File: config.mk
export PLATFORM = sky130hd
export DESIGN_NAME = jtag_regacc_chain
export DESIGN_NICKNAME = d
export VERILOG_FILES = /design/src/rtl/jtag_regacc_pkg.sv /design/src/rtl/regacc_shift_reg.sv /design/src/rtl/regacc_access_ctl.sv /design/src/rtl/jtag_regacc_chain.sv
export SDC_FILE = /design/constraint.sdc
export NUM_CORES = 1
export LEC_CHECK = 0
export CAP_MARGIN = 20
export CORE_ASPECT_RATIO = 1.2
export CORE_MARGIN = 8
export CORE_UTILIZATION = 39
export CTS_BUF_LIST = sky130_fd_sc_hd__clkbuf_4
export DETAILED_ROUTE_END_ITERATION = 8
export DONT_BUFFER_PORTS = 1
export GPL_TIMING_DRIVEN = 0
export MAX_ROUTING_LAYER = met4
export PLACE_DENSITY = 0.65
export SETUP_SLACK_MARGIN = 0.2
export SLEW_MARGIN = 20
export SYNTH_ARGS = -nofsm -noshare
export SYNTH_HDL_FRONTEND = slang
export SYNTH_SLANG_ARGS = --single-unit
File: constraint.sdc
create_clock -name clk -period 1.7 [get_ports clk]
set_input_delay 0.17 -clock clk [delete_from_list [all_inputs] [get_ports clk]]
set_output_delay 0.17 -clock clk [all_outputs]
set_load 0.01 [all_outputs]
File: src/rtl/jtag_regacc_pkg.sv
package jtag_regacc_pkg;

    localparam int DATA_W  = 32;
    localparam int ADDR_W  = 7;
    localparam int FRAME_W = DATA_W + ADDR_W + 1;

    // Bit 0 of the packed struct is the first bit shifted (data LSB).
    typedef struct packed {
        logic              write;
        logic [ADDR_W-1:0] addr;
        logic [DATA_W-1:0] data;
    } frame_t;

    typedef enum logic [1:0] {
        ACC_IGNORE,
        ACC_READ,
        ACC_READ_ZERO,
        ACC_WRITE
    } acc_kind_e;

    function automatic logic addr_present(input logic [ADDR_W-1:0] a,
                                          input int unsigned nregs);
        return 32'(a) < nregs;
    endfunction

    function automatic acc_kind_e decode_access(input frame_t f,
                                                input int unsigned nregs);
        if (f.write)
            return addr_present(f.addr, nregs) ? ACC_WRITE : ACC_IGNORE;
        return addr_present(f.addr, nregs) ? ACC_READ : ACC_READ_ZERO;
    endfunction

    function automatic frame_t capture_frame(input logic [DATA_W-1:0] d);
        frame_t f;
        f.write = 1'b0;
        f.addr  = '0;
        f.data  = d;
        return f;
    endfunction

endpackage

File: src/rtl/regacc_shift_reg.sv
module regacc_shift_reg
    import jtag_regacc_pkg::*;
(
    input  logic              clk,
    input  logic              rst,
    input  logic              en_capture,
    input  logic              en_shift,
    input  logic              tdi,
    input  logic [DATA_W-1:0] cap_data,
    output frame_t            frame_o,
    output logic              tdo_o
);

    frame_t sr_q;

    always_ff @(posedge clk) begin
        if (rst) begin
            sr_q <= '0;
        end else if (en_capture) begin
            sr_q <= capture_frame(cap_data);
        end else if (en_shift) begin
            sr_q <= frame_t'({tdi, sr_q[FRAME_W-1:1]});
        end
    end

    assign frame_o = sr_q;
    assign tdo_o   = en_shift ? sr_q[0] : 1'b0;

endmodule

File: src/rtl/regacc_access_ctl.sv
module regacc_access_ctl
    import jtag_regacc_pkg::*;
#(
    parameter int unsigned NUM_REGS = 8
) (
    input  logic              clk,
    input  logic              rst,
    input  logic              fire,
    input  frame_t            req,
    input  logic [DATA_W-1:0] reg_rdata,
    output logic [ADDR_W-1:0] reg_addr,
    output logic [DATA_W-1:0] reg_wdata,
    output logic              reg_wr,
    output logic              reg_rd,
    output logic [DATA_W-1:0] rd_result
);

    acc_kind_e kind;
    logic      pend_q;
    logic      pend_live_q;

    assign kind = decode_access(req, NUM_REGS);

    always_ff @(posedge clk) begin
        if (rst) begin
            reg_addr    <= '0;
            reg_wdata   <= '0;
            reg_wr      <= 1'b0;
            reg_rd      <= 1'b0;
            rd_result   <= '0;
            pend_q      <= 1'b0;
            pend_live_q <= 1'b0;
        end else begin
            reg_wr <= 1'b0;
            reg_rd <= 1'b0;
            pend_q <= 1'b0;
            if (fire) begin
                reg_addr <= req.addr;
                unique case (kind)
                    ACC_WRITE: begin
                        reg_wr    <= 1'b1;
                        reg_wdata <= req.data;
                    end
                    ACC_READ: begin
                        reg_rd      <= 1'b1;
                        pend_q      <= 1'b1;
                        pend_live_q <= 1'b1;
                    end
                    ACC_READ_ZERO: begin
                        pend_q      <= 1'b1;
                        pend_live_q <= 1'b0;
                    end
                    default: ;
                endcase
            end
            if (pend_q) begin
                rd_result <= pend_live_q ? reg_rdata : '0;
            end
        end
    end

endmodule

File: src/rtl/jtag_regacc_chain.sv
module jtag_regacc_chain
    import jtag_regacc_pkg::*;
#(
    parameter int                IR_W         = 4,
    parameter logic [IR_W-1:0]   ACCESS_IR    = 4'hC,
    parameter int                CHAIN_W      = 4,
    parameter logic [CHAIN_W-1:0] ACCESS_CHAIN = '0,
    parameter int unsigned       NUM_REGS     = 8
) (
    input  logic               clk,
    input  logic               rst,
    input  logic [IR_W-1:0]    ir_value,
    input  logic [CHAIN_W-1:0] chain_num,
    input  logic               capture_dr,
    input  logic               shift_dr,
    input  logic               update_dr,
    input  logic               tdi,
    output logic               tdo,
    output logic [6:0]         reg_addr,
    output logic               reg_wr,
    output logic               reg_rd,
    output logic [31:0]        reg_wdata,
    input  logic [31:0]        reg_rdata
);

    logic              chain_sel;
    frame_t            shift_frame;
    logic [DATA_W-1:0] rd_result;

    assign chain_sel = (ir_value == ACCESS_IR) && (chain_num == ACCESS_CHAIN);

    regacc_shift_reg u_shift (
        .clk        (clk),
        .rst        (rst),
        .en_capture (chain_sel && capture_dr),
        .en_shift   (chain_sel && shift_dr),
        .tdi        (tdi),
        .cap_data   (rd_result),
        .frame_o    (shift_frame),
        .tdo_o      (tdo)
    );

    regacc_access_ctl #(.NUM_REGS(NUM_REGS)) u_ctl (
        .clk       (clk),
        .rst       (rst),
        .fire      (chain_sel && update_dr),
        .req       (shift_frame),
        .reg_rdata (reg_rdata),
        .reg_addr  (reg_addr),
        .reg_wdata (reg_wdata),
        .reg_wr    (reg_wr),
        .reg_rd    (reg_rd),
        .rd_result (rd_result)
    );

endmodule

==> summary.md, run 1 <==
| Metric | Value |
|---|---|
| PD cells | `900 nW/um^2` |
| Final setup margin | `0.233 ns` |
| First-pass GRT wire length | `21.2 mm` |
| Post-route ant nets | `0` |
| Unrepaired setup endpoints after global routing | `true` |
| Avg WL per Cell | `16.9 um` |
| # placed instances | `699` |
| Req. time, crit path | `2.13 ns` |
| Buffers on Ports | `0` |
| Max-cap violation count | `0` |
| Cells after Synth | `535` |
| CP startpoint kind | `flip-flop` |
| Clock root cell | `clkbuf_4` |
| Status | `finished, final reports clean` |
| Post-Route Skew | `0.0183 ns` |
| DP HPWL | `9.24 mm` |
| Initial DRT Pass Iterations | `4` |
| Setup Viol. Count Final | `0` |
| Worst slack, placed | `-0.0885 ns` |
| Syn nets | `581` |
| Longest Clk Path Bufs | `2` |
| Final Non-Filler Cells | `773` |
| Initial cell density of the core | `40.0%` |
| Count of different cell masters after synthesis | `40` |
| Share of the yosys chip area belonging to registers | `45.2%` |
| Post-synthesis register bit count | `115` |
| IO Count | `88` |
| RePlAce Congestion | `0.772` |
| Met3 Usage GRT | `5.59%` |
| Initial antenna violation count | `1` |
| Peak supply drop | `0.373 mV` |
| Nets | `641` |
| WL final | `13.1 mm` |
| Met2 usage | `27.2%` |
| Slew Limit Fails | `0` |
| Synth top cells by count | `dfxtp_1 (115), nand2_1 (80), nor2_1 (66)` |
| Area delta synth->final | `21.3%` |
| Final hold vios | `0` |
| R2R cell count | `5` |
| Synthesized area | `5090 um^2` |
| Sink Count | `115` |
| Hold path depth | `3` |
| Area share of the largest cell type after synthesis | `45.2%` |
| Post-synth ARST share | `0%` |
| Yosys top cell by area | `dfxtp_1` |
| Final Total Pwr | `5.55 mW` |
| Final worst path period share | `86.3%` |
| Achievable Freq | `0.682 GHz` |
| CP arrival | `1.90 ns` |
| Buf+Inv Stages, Crit Path | `2` |
| Clock latency on the worst-skew pair | `0.51 ns` |
| Die W | `120 um` |
| Core Region | `12700 um^2` |
| Cts bufs inserted | `17` |
| DRC Markers | `0` |
| CP max-delay cell | `dfxtp_2` |
| Vias in the first global route | `4115` |
| Die area | `17000 um^2` |
| Most frequent cell after synthesis | `dfxtp_1` |
| Max_slew headroom | `58.2%` |
| Floorplan row count | `45` |
| Final TNS setup | `0 ns` |
| Busiest grt layer | `met2` |
| Main synth FF type | `dfxtp_1` |
| Synthesized area per cell | `9.52 um^2` |
| Total congestion overflow | `0` |
| Chip height | `141 um` |
| Initial drt markers | `201` |
| Worst hold path class | `in -> reg` |
| Clock-pin slew on the worst setup and hold paths | `0.10 ns` |
| TritonCTS clock tree | `yes` |
| Yosys warns | `0` |
| Final min period | `1.47 ns` |
| Top cells by area, synth | `dfxtp_1 (45%), a221oi_2 (8.8%), mux2i_1 (7.7%), nand2_1 (5.9%), a2bb2oi_1 (5.3%)` |
| Final instance area | `6170 um^2` |
| Total GRT Usage | `16.1%` |
| Fraction of layout cells with a size suffix above 1 | `20.1%` |
| Leak Pwr | `2.23 nW` |
| CP max stage delay | `0.35 ns` |
| Vias | `3973` |
| Crit. End Element | `flip-flop` |
| Kind of critical path | `reg -> reg` |
| WP depth | `5` |
| CP Max Fanout | `10` |
| Cell family with most CP delay | `simple AND/OR/NAND/NOR gates` |
| Largest net degree at the start of global routing | `17` |
| Vias per cell | `5.14` |
| H-Tree Depth | `4` |
| DP Area | `5320 um^2` |
| CP Cell Sequence | `nor4_4 -> and4_1 -> buf_6 -> buf_12 -> mux2i_1` |
| Post-synth EDFFs | `0` |
| Layout fillers | `1248` |
| Met1 usage | `17.1%` |
| Worst Tran Pin Value | `0.625 ns` |
cell type report:
cell class / count / area (um^2) / area share (%)
buffer: 45 / 402 / 6.51
sequential: 115 / 2310 / 37.4
antenna: 1 / 2.50 / 0.0405
tap: 164 / 205 / 3.32
inverter: 64 / 240 / 3.89
clock buffer: 20 / 150 / 2.43
timing repair buffer: 41 / 408 / 6.61
multi-input combinational: 311 / 2250 / 36.4
clock inverter: 12 / 210 / 3.40
registers in the layout, summed over array words and instances (netlist names):
register	count
u_shift.frame_o	40
u_ctl.reg_addr	7
u_ctl.pend_q	1
u_ctl.pend_live_q	1
u_ctl.reg_wdata	32
u_ctl.reg_wr	1
u_ctl.rd_result	32
u_ctl.reg_rd	1
per-layer routing:
layer / part of all wire, % / up-vias / wire length (um)
met4: 1.8 / 0 / 235
met3: 5.7 / 21 / 742
met2: 51 / 94 / 6670
met5: 0 / - / 0
li1: - / 1962 / -
met1: 41 / 1896 / 5410
logic make-up after synthesis:
logic type	synth area share, %
buffers and inverters	11.4
muxes	7.67
DFF	45.2
AOI/OAI and AO/OA	22.1
and+or+nand+nor	13.7
worst register-to-register path: stages, from the launching register on:
cell	delay [ns]
dfxtp_2	0.35
nor4_4	0.27
and4_1	0.25
buf_6	0.16
buf_12	0.15
mux2i_1	0.22
worst paths after layout:
kind | slack (ns) | from | end
hold reg to reg | 0.48 | u_shift.frame_o[8]$_SDFFE_PP0P_ | u_ctl.reg_wdata[8]$_SDFFE_PP0P_
setup / recovery | 0.23 | u_shift.frame_o[37]$_SDFFE_PP0P_ | u_ctl.reg_wdata[26]$_SDFFE_PP0P_
hold / removal | 0.03 | chain_num[2] | u_ctl.pend_live_q$_SDFFE_PP0P_
setup reg to reg | 0.23 | u_shift.frame_o[37]$_SDFFE_PP0P_ | u_ctl.reg_wdata[26]$_SDFFE_PP0P_
per-stage QoR:
step | hold WS [ns] | utilization, %
2_1_floorplan | 0.309 | -
3_3_place_gp | 0.316 | 41.8
3_5_place_dp | 0.321 | 41.8
4_1_cts | -0.0171 | 48.0
5_1_grt | 0.0187 | 48.5
6_report | 0.0320 | 48.5
report_power, final:
group / internal, mW / total [mW] / switching [mW]
logic: 0.162 / 0.339 / 0.177
registers: 2.69 / 2.70 / 0.00210
clock network: 1.50 / 2.52 / 1.02
cell usage in the layout, fill, tap and decap left out, types with 17 or more instances in the layout:
cell type / Yosys / routed
dfxtp_1: 115 / 112
nand2_1: 80 / 80
nor2_1: 66 / 65
inv_1: 63 / 63
dlygate4sd3_1: 2 / 42
mux2i_1: 39 / 39
a2bb2oi_1: 31 / 31
a221oi_2: 30 / 30
a22o_2: 26 / 26
clkbuf_4: 0 / 21
clkbuf_1: 20 / 17
what timing repair did:
item                                   CTS  global route
gates cloned                             0             0
hold buffers                            39             1
pin swaps                                0             2
buffers inserted                         0             1
endpoints found under the hold margin   45             1
resized for setup                       13            14
setup endpoints to repair               61            38
Power figures use the tool's default switching activity.
==> run 2, diff against run 1 <==
CORE_ASPECT_RATIO = 0.6   (was 1.2)
==> summary.md, run 2 (synthesis gave the netlist of run 1 again) <==
| Metric | Value |
|---|---|
| DP HPWL | `9.64 mm` |
| CP startpoint kind | `flip-flop` |
| Vias | `4094` |
| Post-route ant nets | `0` |
| Nets | `641` |
| Area delta synth->final | `22.3%` |
| Setup Viol. Count Final | `0` |
| Max-cap violation count | `0` |
| TritonCTS clock tree | `yes` |
| Buffers on Ports | `0` |
| Max_slew headroom | `56.1%` |
| Achievable Freq | `0.682 GHz` |
| Clock root cell | `clkbuf_4` |
| Clk pwr share | `47.1%` |
| DRC Markers | `0` |
| Status | `finished with violations` |
| Longest Clk Path Bufs | `2` |
| Chip height | `105 um` |
| First-pass GRT wire length | `22.0 mm` |
| Vias in the first global route | `4106` |
| WL final | `13.7 mm` |
| Max FFs per register | `40` |
| Hold_buf cts | `40` |
| Cts bufs inserted | `17` |
| Fraction of layout cells with a size suffix above 1 | `20.1%` |
| Sink Count | `115` |
| Unrepaired setup endpoints after global routing | `true` |
| RePlAce Congestion | `0.825` |
| Initial DRT Pass Iterations | `4` |
| Core Region | `12800 um^2` |
| H-Tree Depth | `4` |
| Sw frac | `22.4%` |
| CP Cell Sequence | `nor4_2 -> and4_1 -> buf_6 -> buf_12 -> mux2i_4` |
| Die W | `164 um` |
| Combinational power share | `5.9%` |
| CP max stage delay | `0.35 ns` |
| Buf+Inv Stages, Crit Path | `2` |
| Most frequent cells in the layout | `dfxtp_1 (115), nand2_1 (80), nor2_1 (65)` |
| Clock-pin slew on the worst setup and hold paths | `0.10 ns` |
| Leak Pwr | `2.25 nW` |
| Final hold vios | `1` |
| Die area | `17100 um^2` |
| Power Internal | `4.45 mW` |
| Floorplan row count | `32` |
| Worst hold path class | `in -> reg` |
| Total congestion overflow | `0` |
| Initial cell density of the core | `39.7%` |
| Slew Limit Fails | `0` |
| Final Total Pwr | `5.74 mW` |
| Final min period | `1.47 ns` |
| CP arrival | `1.94 ns` |
| Total GRT Usage | `16.7%` |
| CP max-delay cell | `dfxtp_1` |
| Initial drt markers | `204` |
| Kind of critical path | `reg -> reg` |
| Largest net degree at the start of global routing | `17` |
| IO Count | `88` |
| Most common cell after layout, fill and taps aside | `dfxtp_1` |
| Post-Route Skew | `0.0157 ns` |
| Cell family with most CP delay | `simple AND/OR/NAND/NOR gates` |
| Final worst path period share | `86.2%` |
| Worst Tran Pin Value | `0.659 ns` |
| PD cells | `922 nW/um^2` |
| CP Max Fanout | `10` |
| Worst Hold Slack | `-0.00215 ns` |
| Reg area | `2300 um^2` |
| Initial antenna violation count | `3` |
| Failing checks | `hold timing` |
| Crit. End Element | `flip-flop` |
| Area occupied by multi-input gates | `2260 um^2` |
| Req. time, crit path | `2.17 ns` |
| Share of power burned in registers | `47.0%` |
| R2r setup slk | `0.23 ns` |
| Peak supply drop | `0.477 mV` |
| Layout fillers | `1219` |
| Clock latency on the worst-skew pair | `0.54 ns` |
| Vias per cell | `5.24` |
| Switching power | `1.29 mW` |
| Avg WL per Cell | `17.5 um` |
-- run 2: cell types whose count changed in the layout (fill, tap and decap cells not counted), sizes merged --
cell and change:
bufinv +1, clkbuf -3, clkinv +1, clkinvlp +1, diode +2, dlygate4sd3 -1, dlymetal6s4s +1
-- run 2: cell type report --
class,count,area share (%)
diodes,3,0.121
plain buffers,45,6.57
clock buffers,17,2.05
clock inverters,15,4.20
inverters,64,3.86
multi-input cells,311,36.3
flip-flops and latches,115,37.0
well taps,170,3.42
repair buffers,41,6.55
-- run 2: path summary, 6_finish.rpt --
path | cells after the start | startpoint | to
min | 3 | chain_num[2] | u_ctl.pend_live_q$_SDFFE_PP0P_
max | 5 | u_shift.frame_o[38]$_SDFFE_PP0P_ | u_ctl.reg_wdata[17]$_SDFFE_PP0P_
max reg2reg | 5 | u_shift.frame_o[38]$_SDFFE_PP0P_ | u_ctl.reg_wdata[17]$_SDFFE_PP0P_
min reg2reg | 2 | u_shift.frame_o[18]$_SDFFE_PP0P_ | u_ctl.reg_wdata[18]$_SDFFE_PP0P_
-- run 2: timing repair --
item	in CTS	in global routing
pin swaps	0	2
resized for setup	13	15
buffers inserted	0	1
endpoints found under the setup margin	61	64
gates cloned	0	0
endpoints found under the hold margin	47	5
-- run 2: through the flow --
| step | setup TNS (ns) | setup slack (ns) | utilization, % | cells | cell area [um^2] |
|---|---|---|---|---|---|
| after detailed placement | -2.22 | -0.0721 | 41.6 | 705 | 5330 |
| after CTS | 0 | 0.211 | 48.1 | 777 | 6160 |
| after global placement | -0.787 | -0.0324 | 41.6 | 705 | 5330 |
| final | 0 | 0.235 | 48.6 | 781 | 6230 |
| after floorplan | 0 | 0.0306 | - | 535 | 5120 |
| after global routing | 0 | 0.166 | 48.6 | 781 | 6230 |
-- run 2: layer usage --
layer	vias up	wire [um]	GRT usage [%]
met5	-	0	-
met4	0	125	4.65
met3	13	1030	6.13
met2	102	6180	24.6
met1	2004	6320	21.2
li1	1975	-	-
-- run 2: worst register-to-register path, cell delays in order (launching register included) --
cell	delay, ns
dfxtp_1	0.35
nor4_2	0.29
and4_1	0.24
buf_6	0.16
buf_12	0.16
mux2i_4	0.22
-- run 2: power by group through the flow --
stage	Sequential, mW	Combinational (mW)	Clock, mW
floorplan	2.76	0.204	0
global placement	2.76	0.257	0
detailed placement	2.76	0.263	0
CTS	2.70	0.339	2.75
global route	2.70	0.365	2.89
finish	2.70	0.341	2.70
